===== src/rtl/pmt_pkg.sv =====
package pmt_pkg;
  localparam int BYTE_W = 8;

  function automatic int bytes_for(input int width);
    return (width + BYTE_W - 1) / BYTE_W;
  endfunction

  // Register slot numbering inside the staged/active word arrays
  function automatic int slot_set(input int k);
    return 1 + 2 * k;
  endfunction

  function automatic int slot_clr(input int k);
    return 2 + 2 * k;
  endfunction
endpackage


===== src/rtl/pmt_regs.sv =====
module pmt_regs
  import pmt_pkg::*;
#(
  parameter int CNT_W  = 16,
  parameter int NPAIR  = 2,
  parameter int ADDR_W = 4
) (
  input  logic                       clk,
  input  logic                       rst,
  input  logic                       wr_en,
  input  logic [ADDR_W-1:0]          wr_addr,
  input  logic [BYTE_W-1:0]          wr_data,
  output logic [(1+2*NPAIR)*CNT_W-1:0] stg_flat,
  output logic [2*NPAIR-1:0]         ien,
  output logic                       clr_req
);
  localparam int BPR    = bytes_for(CNT_W);
  localparam int NREG   = 1 + 2 * NPAIR;
  localparam int NBYTES = NREG * BPR;
  localparam int PTR_W  = $clog2(NBYTES);
  localparam logic [ADDR_W-1:0] A_IEN = ADDR_W'(NBYTES);
  localparam logic [ADDR_W-1:0] A_CLR = ADDR_W'(NBYTES + 1);
  localparam logic [ADDR_W-1:0] A_BLK = ADDR_W'(NBYTES + 2);
  localparam logic [PTR_W-1:0]  P_LAST = PTR_W'(NBYTES - 1);

  logic [BYTE_W-1:0]     stg_b [NBYTES];
  logic [PTR_W-1:0]      ptr;
  logic [NBYTES*BYTE_W-1:0] wide;
  logic                  blk_hit, dir_hit, byte_hit;
  logic [PTR_W-1:0]      idx;

  assign blk_hit  = wr_en && (wr_addr == A_BLK);
  assign dir_hit  = wr_en && (wr_addr < A_BLK);
  assign byte_hit = blk_hit || (wr_en && (wr_addr < A_IEN));
  assign idx      = blk_hit ? ptr : wr_addr[PTR_W-1:0];
  assign clr_req  = wr_en && (wr_addr == A_CLR) && wr_data[0];

  always_ff @(posedge clk) begin
    if (rst) begin
      for (int i = 0; i < NBYTES; i++) stg_b[i] <= '0;
    end else if (byte_hit) begin
      stg_b[idx] <= wr_data;
    end
  end

  always_ff @(posedge clk) begin
    if (rst) begin
      ptr <= '0;
      ien <= '0;
    end else begin
      if (dir_hit) ptr <= '0;
      else if (blk_hit) ptr <= (ptr == P_LAST) ? '0 : ptr + PTR_W'(1);
      if (wr_en && (wr_addr == A_IEN)) ien <= wr_data[2*NPAIR-1:0];
    end
  end

  genvar g;
  generate
    for (g = 0; g < NBYTES; g++) begin : g_pack
      assign wide[g*BYTE_W +: BYTE_W] = stg_b[g];
    end
    for (g = 0; g < NREG; g++) begin : g_slot
      assign stg_flat[g*CNT_W +: CNT_W] = wide[g*BPR*BYTE_W +: CNT_W];
    end
  endgenerate

  a_r9_ptr_home: assert property (@(posedge clk) disable iff (rst)
    dir_hit |=> (ptr == '0));
  a_r8_ptr_range: assert property (@(posedge clk) disable iff (rst)
    ptr <= P_LAST);
  a_r8_ptr_step: assert property (@(posedge clk) disable iff (rst)
    (blk_hit && ptr != P_LAST) |=> (ptr == $past(ptr) + PTR_W'(1)));
endmodule


===== src/rtl/pmt_counter.sv =====
module pmt_counter
  import pmt_pkg::*;
#(
  parameter int CNT_W = 16,
  parameter int NPAIR = 2
) (
  input  logic                         clk,
  input  logic                         rst,
  input  logic                         tick,
  input  logic [(1+2*NPAIR)*CNT_W-1:0] stg_flat,
  output logic [CNT_W-1:0]             cnt,
  output logic [(1+2*NPAIR)*CNT_W-1:0] act_flat
);
  logic [CNT_W-1:0] lim;
  logic             wrap;

  assign lim  = act_flat[CNT_W-1:0];
  assign wrap = tick && (cnt == lim);

  always_ff @(posedge clk) begin
    if (rst) begin
      cnt      <= '0;
      act_flat <= '0;
    end else if (tick) begin
      if (wrap) begin
        cnt      <= '0;
        act_flat <= stg_flat;
      end else begin
        cnt <= cnt + CNT_W'(1);
      end
    end
  end

  a_r2_hold: assert property (@(posedge clk) disable iff (rst)
    !tick |=> $stable(cnt));
  a_r3_wrap: assert property (@(posedge clk) disable iff (rst)
    (tick && cnt == lim) |=> (cnt == '0));
  a_r3_bound: assert property (@(posedge clk) disable iff (rst)
    cnt <= lim);
  a_r10_shadow: assert property (@(posedge clk) disable iff (rst)
    !wrap |=> $stable(act_flat));
endmodule


===== src/rtl/pmt_match.sv =====
module pmt_match
  import pmt_pkg::*;
#(
  parameter int CNT_W = 16,
  parameter int NPAIR = 2
) (
  input  logic                         clk,
  input  logic                         rst,
  input  logic                         tick,
  input  logic [CNT_W-1:0]             cnt,
  input  logic [(1+2*NPAIR)*CNT_W-1:0] act_flat,
  input  logic [2*NPAIR-1:0]           ien,
  input  logic                         clr_req,
  output logic                         pwm,
  output logic                         irq
);
  logic [NPAIR-1:0]   set_hit, clr_hit;
  logic [2*NPAIR-1:0] hit;
  logic               any_set, any_clr, irq_ev;

  genvar k;
  generate
    for (k = 0; k < NPAIR; k++) begin : g_pair
      assign set_hit[k]   = (cnt == act_flat[slot_set(k)*CNT_W +: CNT_W]);
      assign clr_hit[k]   = (cnt == act_flat[slot_clr(k)*CNT_W +: CNT_W]);
      assign hit[2*k]     = set_hit[k];
      assign hit[2*k+1]   = clr_hit[k];
    end
  endgenerate

  assign any_set = tick && (|set_hit);
  assign any_clr = tick && (|clr_hit);
  assign irq_ev  = tick && (|(hit & ien));

  always_ff @(posedge clk) begin
    if (rst) begin
      pwm <= 1'b0;
      irq <= 1'b0;
    end else begin
      if (any_clr)      pwm <= 1'b0;
      else if (any_set) pwm <= 1'b1;
      if (irq_ev)       irq <= 1'b1;
      else if (clr_req) irq <= 1'b0;
    end
  end

  a_r5_clear_wins: assert property (@(posedge clk) disable iff (rst)
    any_clr |=> !pwm);
  a_r4_hold: assert property (@(posedge clk) disable iff (rst)
    !tick |=> $stable(pwm));
  a_r7_sticky: assert property (@(posedge clk) disable iff (rst)
    (irq && !clr_req) |=> irq);
  a_r7_set_beats_clear: assert property (@(posedge clk) disable iff (rst)
    (irq_ev && clr_req) |=> irq);
endmodule


===== src/rtl/pwm_match_timer.sv =====
module pwm_match_timer
  import pmt_pkg::*;
#(
  parameter int CNT_W  = 16,
  parameter int NPAIR  = 2,
  parameter int ADDR_W = 4
) (
  input  logic              clk,
  input  logic              rst,
  input  logic              tick_en,
  input  logic              wr_en,
  input  logic [ADDR_W-1:0] wr_addr,
  input  logic [7:0]        wr_data,
  output logic [CNT_W-1:0]  count_o,
  output logic              pwm_o,
  output logic              irq_o
);
  localparam int NREG = 1 + 2 * NPAIR;

  logic [NREG*CNT_W-1:0] stg_flat, act_flat;
  logic [2*NPAIR-1:0]    ien;
  logic                  clr_req;

  pmt_regs #(.CNT_W(CNT_W), .NPAIR(NPAIR), .ADDR_W(ADDR_W)) u_regs (
    .clk(clk), .rst(rst), .wr_en(wr_en), .wr_addr(wr_addr),
    .wr_data(wr_data), .stg_flat(stg_flat), .ien(ien), .clr_req(clr_req)
  );

  pmt_counter #(.CNT_W(CNT_W), .NPAIR(NPAIR)) u_cnt (
    .clk(clk), .rst(rst), .tick(tick_en), .stg_flat(stg_flat),
    .cnt(count_o), .act_flat(act_flat)
  );

  pmt_match #(.CNT_W(CNT_W), .NPAIR(NPAIR)) u_match (
    .clk(clk), .rst(rst), .tick(tick_en), .cnt(count_o),
    .act_flat(act_flat), .ien(ien), .clr_req(clr_req),
    .pwm(pwm_o), .irq(irq_o)
  );
endmodule


===== config.mk =====
export PLATFORM = sky130hd
export DESIGN_NAME = pwm_match_timer
export DESIGN_NICKNAME = d
export VERILOG_FILES = /design/src/rtl/pmt_pkg.sv /design/src/rtl/pmt_regs.sv /design/src/rtl/pmt_counter.sv /design/src/rtl/pmt_match.sv /design/src/rtl/pwm_match_timer.sv
export SDC_FILE = /design/constraint.sdc
export NUM_CORES = 1
export LEC_CHECK = 0
export CAP_MARGIN = 10
export CORE_UTILIZATION = 59
export DETAILED_ROUTE_END_ITERATION = 16
export PLACE_DENSITY = 0.78
export SLEW_MARGIN = 40
export SYNTH_ARGS = -nofsm -noshare
export SYNTH_HDL_FRONTEND = slang
export SYNTH_SLANG_ARGS = --single-unit

===== constraint.sdc =====
create_clock -name clk -period 4.22 [get_ports clk]
set_input_delay 0.422 -clock clk [delete_from_list [all_inputs] [get_ports clk]]
set_output_delay 0.422 -clock clk [all_outputs]
set_load 0.05 [all_outputs]

== Word level (Yosys, flattened, before mapping) ==
Memories as Yosys holds them, arrays and structs flattened. A register that Yosys moved wholly into a read port is not among the register bits.
Cells that the tools add are included.

* Input bits: 16
* Memory bits (writable): 80
* Memories kept: 1
* Register bits: 26
* ROM bits: 0
* Output and inout port bits: 18
* Latch bits: 0
* Word-level logic and storage cells: 52

{| class="wikitable"
|+ Memories
! name !! words !! width !! read ports !! clocked after Yosys merged registers in !! wr ports !! line !! source
|-
| u_regs.stg_b || 10 || 8 || 10 || 10 || 10 || pmt_regs.sv:26 || <nowiki>logic [BYTE_W-1:0] stg_b [NBYTES];</nowiki>
|}

* $lt $le $gt $ge: 2
* Multiplexer cells: 13
* Add/sub/neg operators: 2
* Div/mod/pow operators: 0
* Bitwise operators: 1
* Equality and inequality tests: 9
* Multipliers: 0
* Shifts and indexed selects: 0
* Reductions and logical operators: 19

{| class="wikitable"
|+ Operator list
! kind !! count
|-
| == test 16 bit || 5
|-
| adder 16 x 1 -> 16 bit (second input constant) || 1
|-
| == test 4 bit (second input constant) || 4
|-
| 2-to-1 mux 16 bit || 1
|-
| 2-to-1 mux 4 bit || 3
|-
| logical AND 1 bit || 10
|-
| less-than comparator 4 bit (second input constant) || 2
|-
| 2-to-1 mux 1 bit || 8
|-
| 2-to-1 mux 8 bit || 1
|-
| OR reduction 2 bit || 4
|-
| OR reduction 8 bit || 1
|-
| adder 4 x 1 -> 4 bit (second input constant) || 1
|-
| bitwise AND 4 bit || 1
|-
| OR reduction 4 bit || 1
|-
| AND reduction 2 bit || 1
|-
| nonzero test 2 bit || 1
|-
| logical OR 1 bit || 1
|}

== Depth between registers and ports, before layout ==
* Depth after elaboration: 8
* Gate-level depth with buffers: 9
* Gate-level depth less buffers: 6

== Modules after synthesis ==
From an unflattened synthesis, not the netlist that was laid out.

* Cells, all modules: 856
* Area total of the unflattened synthesis: 8883.5 µm²

{| class="wikitable"
|+ By module, submodules not included
! module !! cells an instance !! seq. area each (µm²) !! times used !! area each (µm²)
|-
| pmt_regs || 287 || 2562.5 || 1 || 4070.2
|-
| pmt_counter || 471 || 1921.8 || 1 || 4007.6
|-
| pmt_match || 98 || 40.0 || 1 || 805.8
|}

== Worst setup path after synthesis ==
Ideal clock, no wire load.

* Kind: register to register
* Start: register u_cnt.cnt[7]
* End: register u_cnt.act_flat[10], read port of u_regs.stg_b
* Library setup time: 143 ps
* Slack: 1789 ps
* Path buffers: 3
* Clock period less this slack: 2431 ps
* Data arrival time: 2288 ps
* Cell stages (with the launch flop): 10
* Data required time: 4077 ps
* Cell sequence: dfxtp_1 buf_2 xor2_1 nor4_1 nand2_1 or4_1 buf_4 buf_6 nand2_1 a21oi_2

* Cells in the longest elaborated chain, start to end: 3

{| class="wikitable"
|+ RTL lines
! what !! line !! source
|-
| from (decl) || pmt_counter.sv:11 || <nowiki>output logic [CNT_W-1:0] cnt,</nowiki>
|-
| from (signal assigned) || pmt_counter.sv:29 || <nowiki>cnt <= cnt + CNT_W'(1);</nowiki>
|-
| == test 16 bit || pmt_counter.sv:18 || <nowiki>assign wrap = tick && (cnt == lim);</nowiki>
|-
| logical AND 1 bit || pmt_counter.sv:18 ||
|-
| AND reduction 2 bit (no line) || n/a ||
|-
| to (decl) || pmt_counter.sv:12 || <nowiki>output logic [(1+2*NPAIR)*CNT_W-1:0] act_flat</nowiki>
|}

Every way passes these cells.
A chain may end at the register's enable or synchronous reset.

== Worst setup path after layout ==
* Start: register u_cnt.cnt[2]
* End: register u_cnt.cnt[12]

* Cells in the longest elaborated chain, start to end: 3
* Elaborated cells between the ends (all ways): 4
* Those cells by class: add/sub (1); eq/ne (1); mux (1); reduce/logical (1)

{| class="wikitable"
|+ RTL lines
! what !! line !! source
|-
| branches (longest 2 deep; another with adder 16 x 1 -> 16 bit) || n/a ||
|-
| 2-to-1 mux 16 bit * || pmt_counter.sv:25 || <nowiki>if (wrap) begin</nowiki>
|}

Mark *: on every way between the ends.

==> results.py <==
metrics = {
    "placement": {
        "port-buffer-count": 33,
        "place_ws_ns": 1.05,
        "place_congestion": 0.873,
        "dp_hpwl_um": 12100,
    },
    "power_and_ir_drop": {
        "ir_drop_v": 0.000306,
        "leakage_nw": 2.95,
        "cellPowerDensity_mw_per_mm2": 597,
    },
    "sta": {
        "post-route-min-period_ns": 3.10,
        "finalHoldViolCount": 0,
        "max_slew_margin": 0.432,
        "worst_pin_slew_ns": 0.846,
        "post-route-period-util": 0.735,
        "holdWs_ns": 0.411,
        "final.setup.tns_ns": 0,
        "skew_ns": 0.00947,
        "setup_violations": 0,
        "rsz0062_at_grt": "no",
        "drv_slew": 0,
        "fmax_ghz": 0.322,
        "fin_ws_ns": 1.12,
    },
    "synth": {
        "synth_ff_type": "dfxtp_1",
        "synthCells": 813,
        "yosys.area.top_type_share": 0.301,
        "yosys-top-cells-area": "edfxtp_1 30%, dfxtp_1 27%, nand2_1 8.8%",
        "syn-mean-instance-area_um2": 9.83,
        "synth_edf_count": 80,
        "synthTopCellsByCount": "187 x nand2_1, 106 x dfxtp_1, 98 x nor2_1, 80 x edfxtp_1, 75 x xnor2_1",
        "synth_nets": 830,
        "yosysMostFrequentCell": "nand2_1",
        "synth_cell_type_count": 40,
        "ys_warn_count": 0,
        "async_flop_share": 0,
        "synth_area_leader_cell": "edfxtp_1",
        "synth.cell_area_mm2": 0.00799,
        "ys_seq_area_frac": 0.566,
        "ys_ff_latch": 186,
    },
    "worst_setup_path": {
        "endpoint_kind": "flop",
        "rr_worst_depth": 6,
        "path_cells": "xor2_1 -> nor4_1 -> nand2_1 -> or4_2 -> nand2b_1 -> nor2_1",
        "reg2reg_setup_slack_ns": 1.12,
        "crit_slowest_cell": "or4_2",
        "critPathMaxStageDelay_ns": 0.93,
        "critPathLaunchType": "flop",
        "rr_endpoint": "u_cnt.cnt[12]",
        "worst_ep_required_time_ns": 4.51,
        "critPathMaxFanout": 19,
        "cp-startpoint": "u_cnt.cnt[2]",
        "cp_data_arrival_time_ns": 3.39,
        "critPathKind": "reg2reg",
        "r2r_start": "u_cnt.cnt[2]",
        "endpoint": "u_cnt.cnt[12]",
    },
    "routing": {
        "via_per_inst": 5.76,
        "first_pass_iters": 5,
        "vias": 5844,
        "totalWireLength_um": 19500,
        "detail_route.wl_per_cell_um": 19.2,
        "drt_iter0_drc": 780,
        "drtAntennaViolNets": 0,
        "drc_errors": 0,
    },
    "grt": {
        "track_usage": 0.294,
        "antenna_found_initial": 0,
        "grt_max_degree": 81,
        "grt_overflow_total": 0,
        "grt_pass1_wl_um": 30600,
        "grt_pass1_vias": 5744,
    },
    "floorplan": {
        "die_h_um": 118,
        "dieArea_mm2": 0.0140,
        "start_util": 0.604,
        "die_x_um": 118,
        "ios": 34,
        "core-area_mm2": 0.0132,
        "rows": 42,
    },
    "finish": {
        "antenna_cells": 0,
        "drive_above_1_share": 0.0775,
        "multi_input_area_mm2": 0.00307,
        "regArea_mm2": 0.00452,
        "syn_to_final_growth_pct": 10.9,
        "fill_cells": 1020,
        "nNetsFinal": 844,
        "final_core_util": 0.669,
    },
    "clocking": {
        "cts_tree": "done",
        "path_clk_slew_ns": 0.06,
        "h-tree-depth": 4,
        "hold_buffers": 0,
        "cts_made_buffers": 17,
        "cts-root-buf": "clkbuf_16",
        "ctsResizeCount": 0,
        "clockBufferDepth": 2,
        "cts.sinks": 186,
        "cts_setup_buffers": 0,
        "insertion_delay_ns": 0.43,
    },
    "status": {
        "outcome": "finished, final reports clean",
    },
    "worst_hold_path": {
        "hp-class": "in2reg",
    },
    "run": {
        "drv_cap": 0,
    },
}
report_power, final:
part	switching [W]	total, W	internal (W)
Sequential	0.000195	0.00234	0.00214
Combinational	0.000892	0.00141	0.000519
Clock	0.000645	0.00154	0.000896
Total	0.00173	0.00529	0.00356
critical path, delay by kind of cell (launching register included):
| kind | cells | cell delay, ns |
|---|---|---|
| and+or+nand+nor | 5 | 2.05 |
| DFF | 1 | 0.75 |
| xor gates and xnor gates | 1 | 0.14 |
layer usage:
layer,GRT usage,vias up,wire [um]
met5,0,-,0
met4,0.138,0,659
met3,0.0709,58,1560
met2,0.472,252,9290
met1,0.376,2824,7950
li1,-,2710,-
worst min-delay path by stage:
stage | end | depth (start not counted) | startpoint
3_5_place_dp | u_cnt.act_flat[65] | 2 | u_cnt.act_flat[65]
5_1_grt | u_cnt.act_flat[38] | 2 | rst
3_3_place_gp | u_cnt.act_flat[50] | 2 | u_cnt.act_flat[50]
4_1_cts | u_regs.ien[0] | 2 | rst
6_report | u_regs.ien[0] | 2 | rst
2_1_floorplan | u_cnt.act_flat[13] | 2 | u_cnt.act_flat[13]
layout by cell type (no fill, tap or decap), types with 3 or more instances in the layout:
master / instances
edfxtp_1: 80
a21oi_2: 22
inv_1: 12
xnor2_1: 75
nand4_1: 21
nand2b_1: 19
nor2b_1: 4
buf_4: 13
o21ai_0: 6
nand2_1: 187
xor2_1: 21
nor3_1: 3
dfxtp_1: 106
mux2i_1: 4
clkinv_2: 3
and3_1: 3
clkdlybuf4s50_1: 32
nor2_1: 98
a21oi_1: 66
clkbuf_16: 17
clkbuf_1: 4
nor4_1: 6
nand3_1: 8
area by class of cell:
cell class	instances	area share
sequential	186	0.510
tap	176	0.0248
inverter	12	0.00508
multi-input combinational	564	0.347
timing repair buffer	46	0.0494
clock inverter	8	0.0107
clock buffer	23	0.0528
through the flow:
stage | power [W] | instances | instance area (um^2)
2_1_floorplan | 0.00358 | 813 | 7990
3_3_place_gp | 0.00366 | 983 | 8280
3_5_place_dp | 0.00372 | 983 | 8280
4_1_cts | 0.00524 | 1014 | 8840
5_1_grt | 0.00553 | 1015 | 8860
6_report | 0.00529 | 1015 | 8860
state kept, by name (all words and copies together) (netlist names):
register	count
u_match.pwm	1
u_cnt.act_flat	80
u_match.irq	1
u_regs.ptr	4
u_regs.ien	4
u_regs.stg_b	80
u_cnt.cnt	16
logic make-up after synthesis:
kind of cell / Yosys count / share of synthesized area
XOR/XNOR: 96 / 0.105
buffers and inverters: 63 / 0.0496
AND/OR/NAND/NOR: 358 / 0.193
flip-flops: 186 / 0.566
AO/OA/AOI/OAI: 105 / 0.0798
multiplexers: 4 / 0.00501
adder cells (fa/ha/maj): 1 / 0.00157
Power figures use the tool's default switching activity.
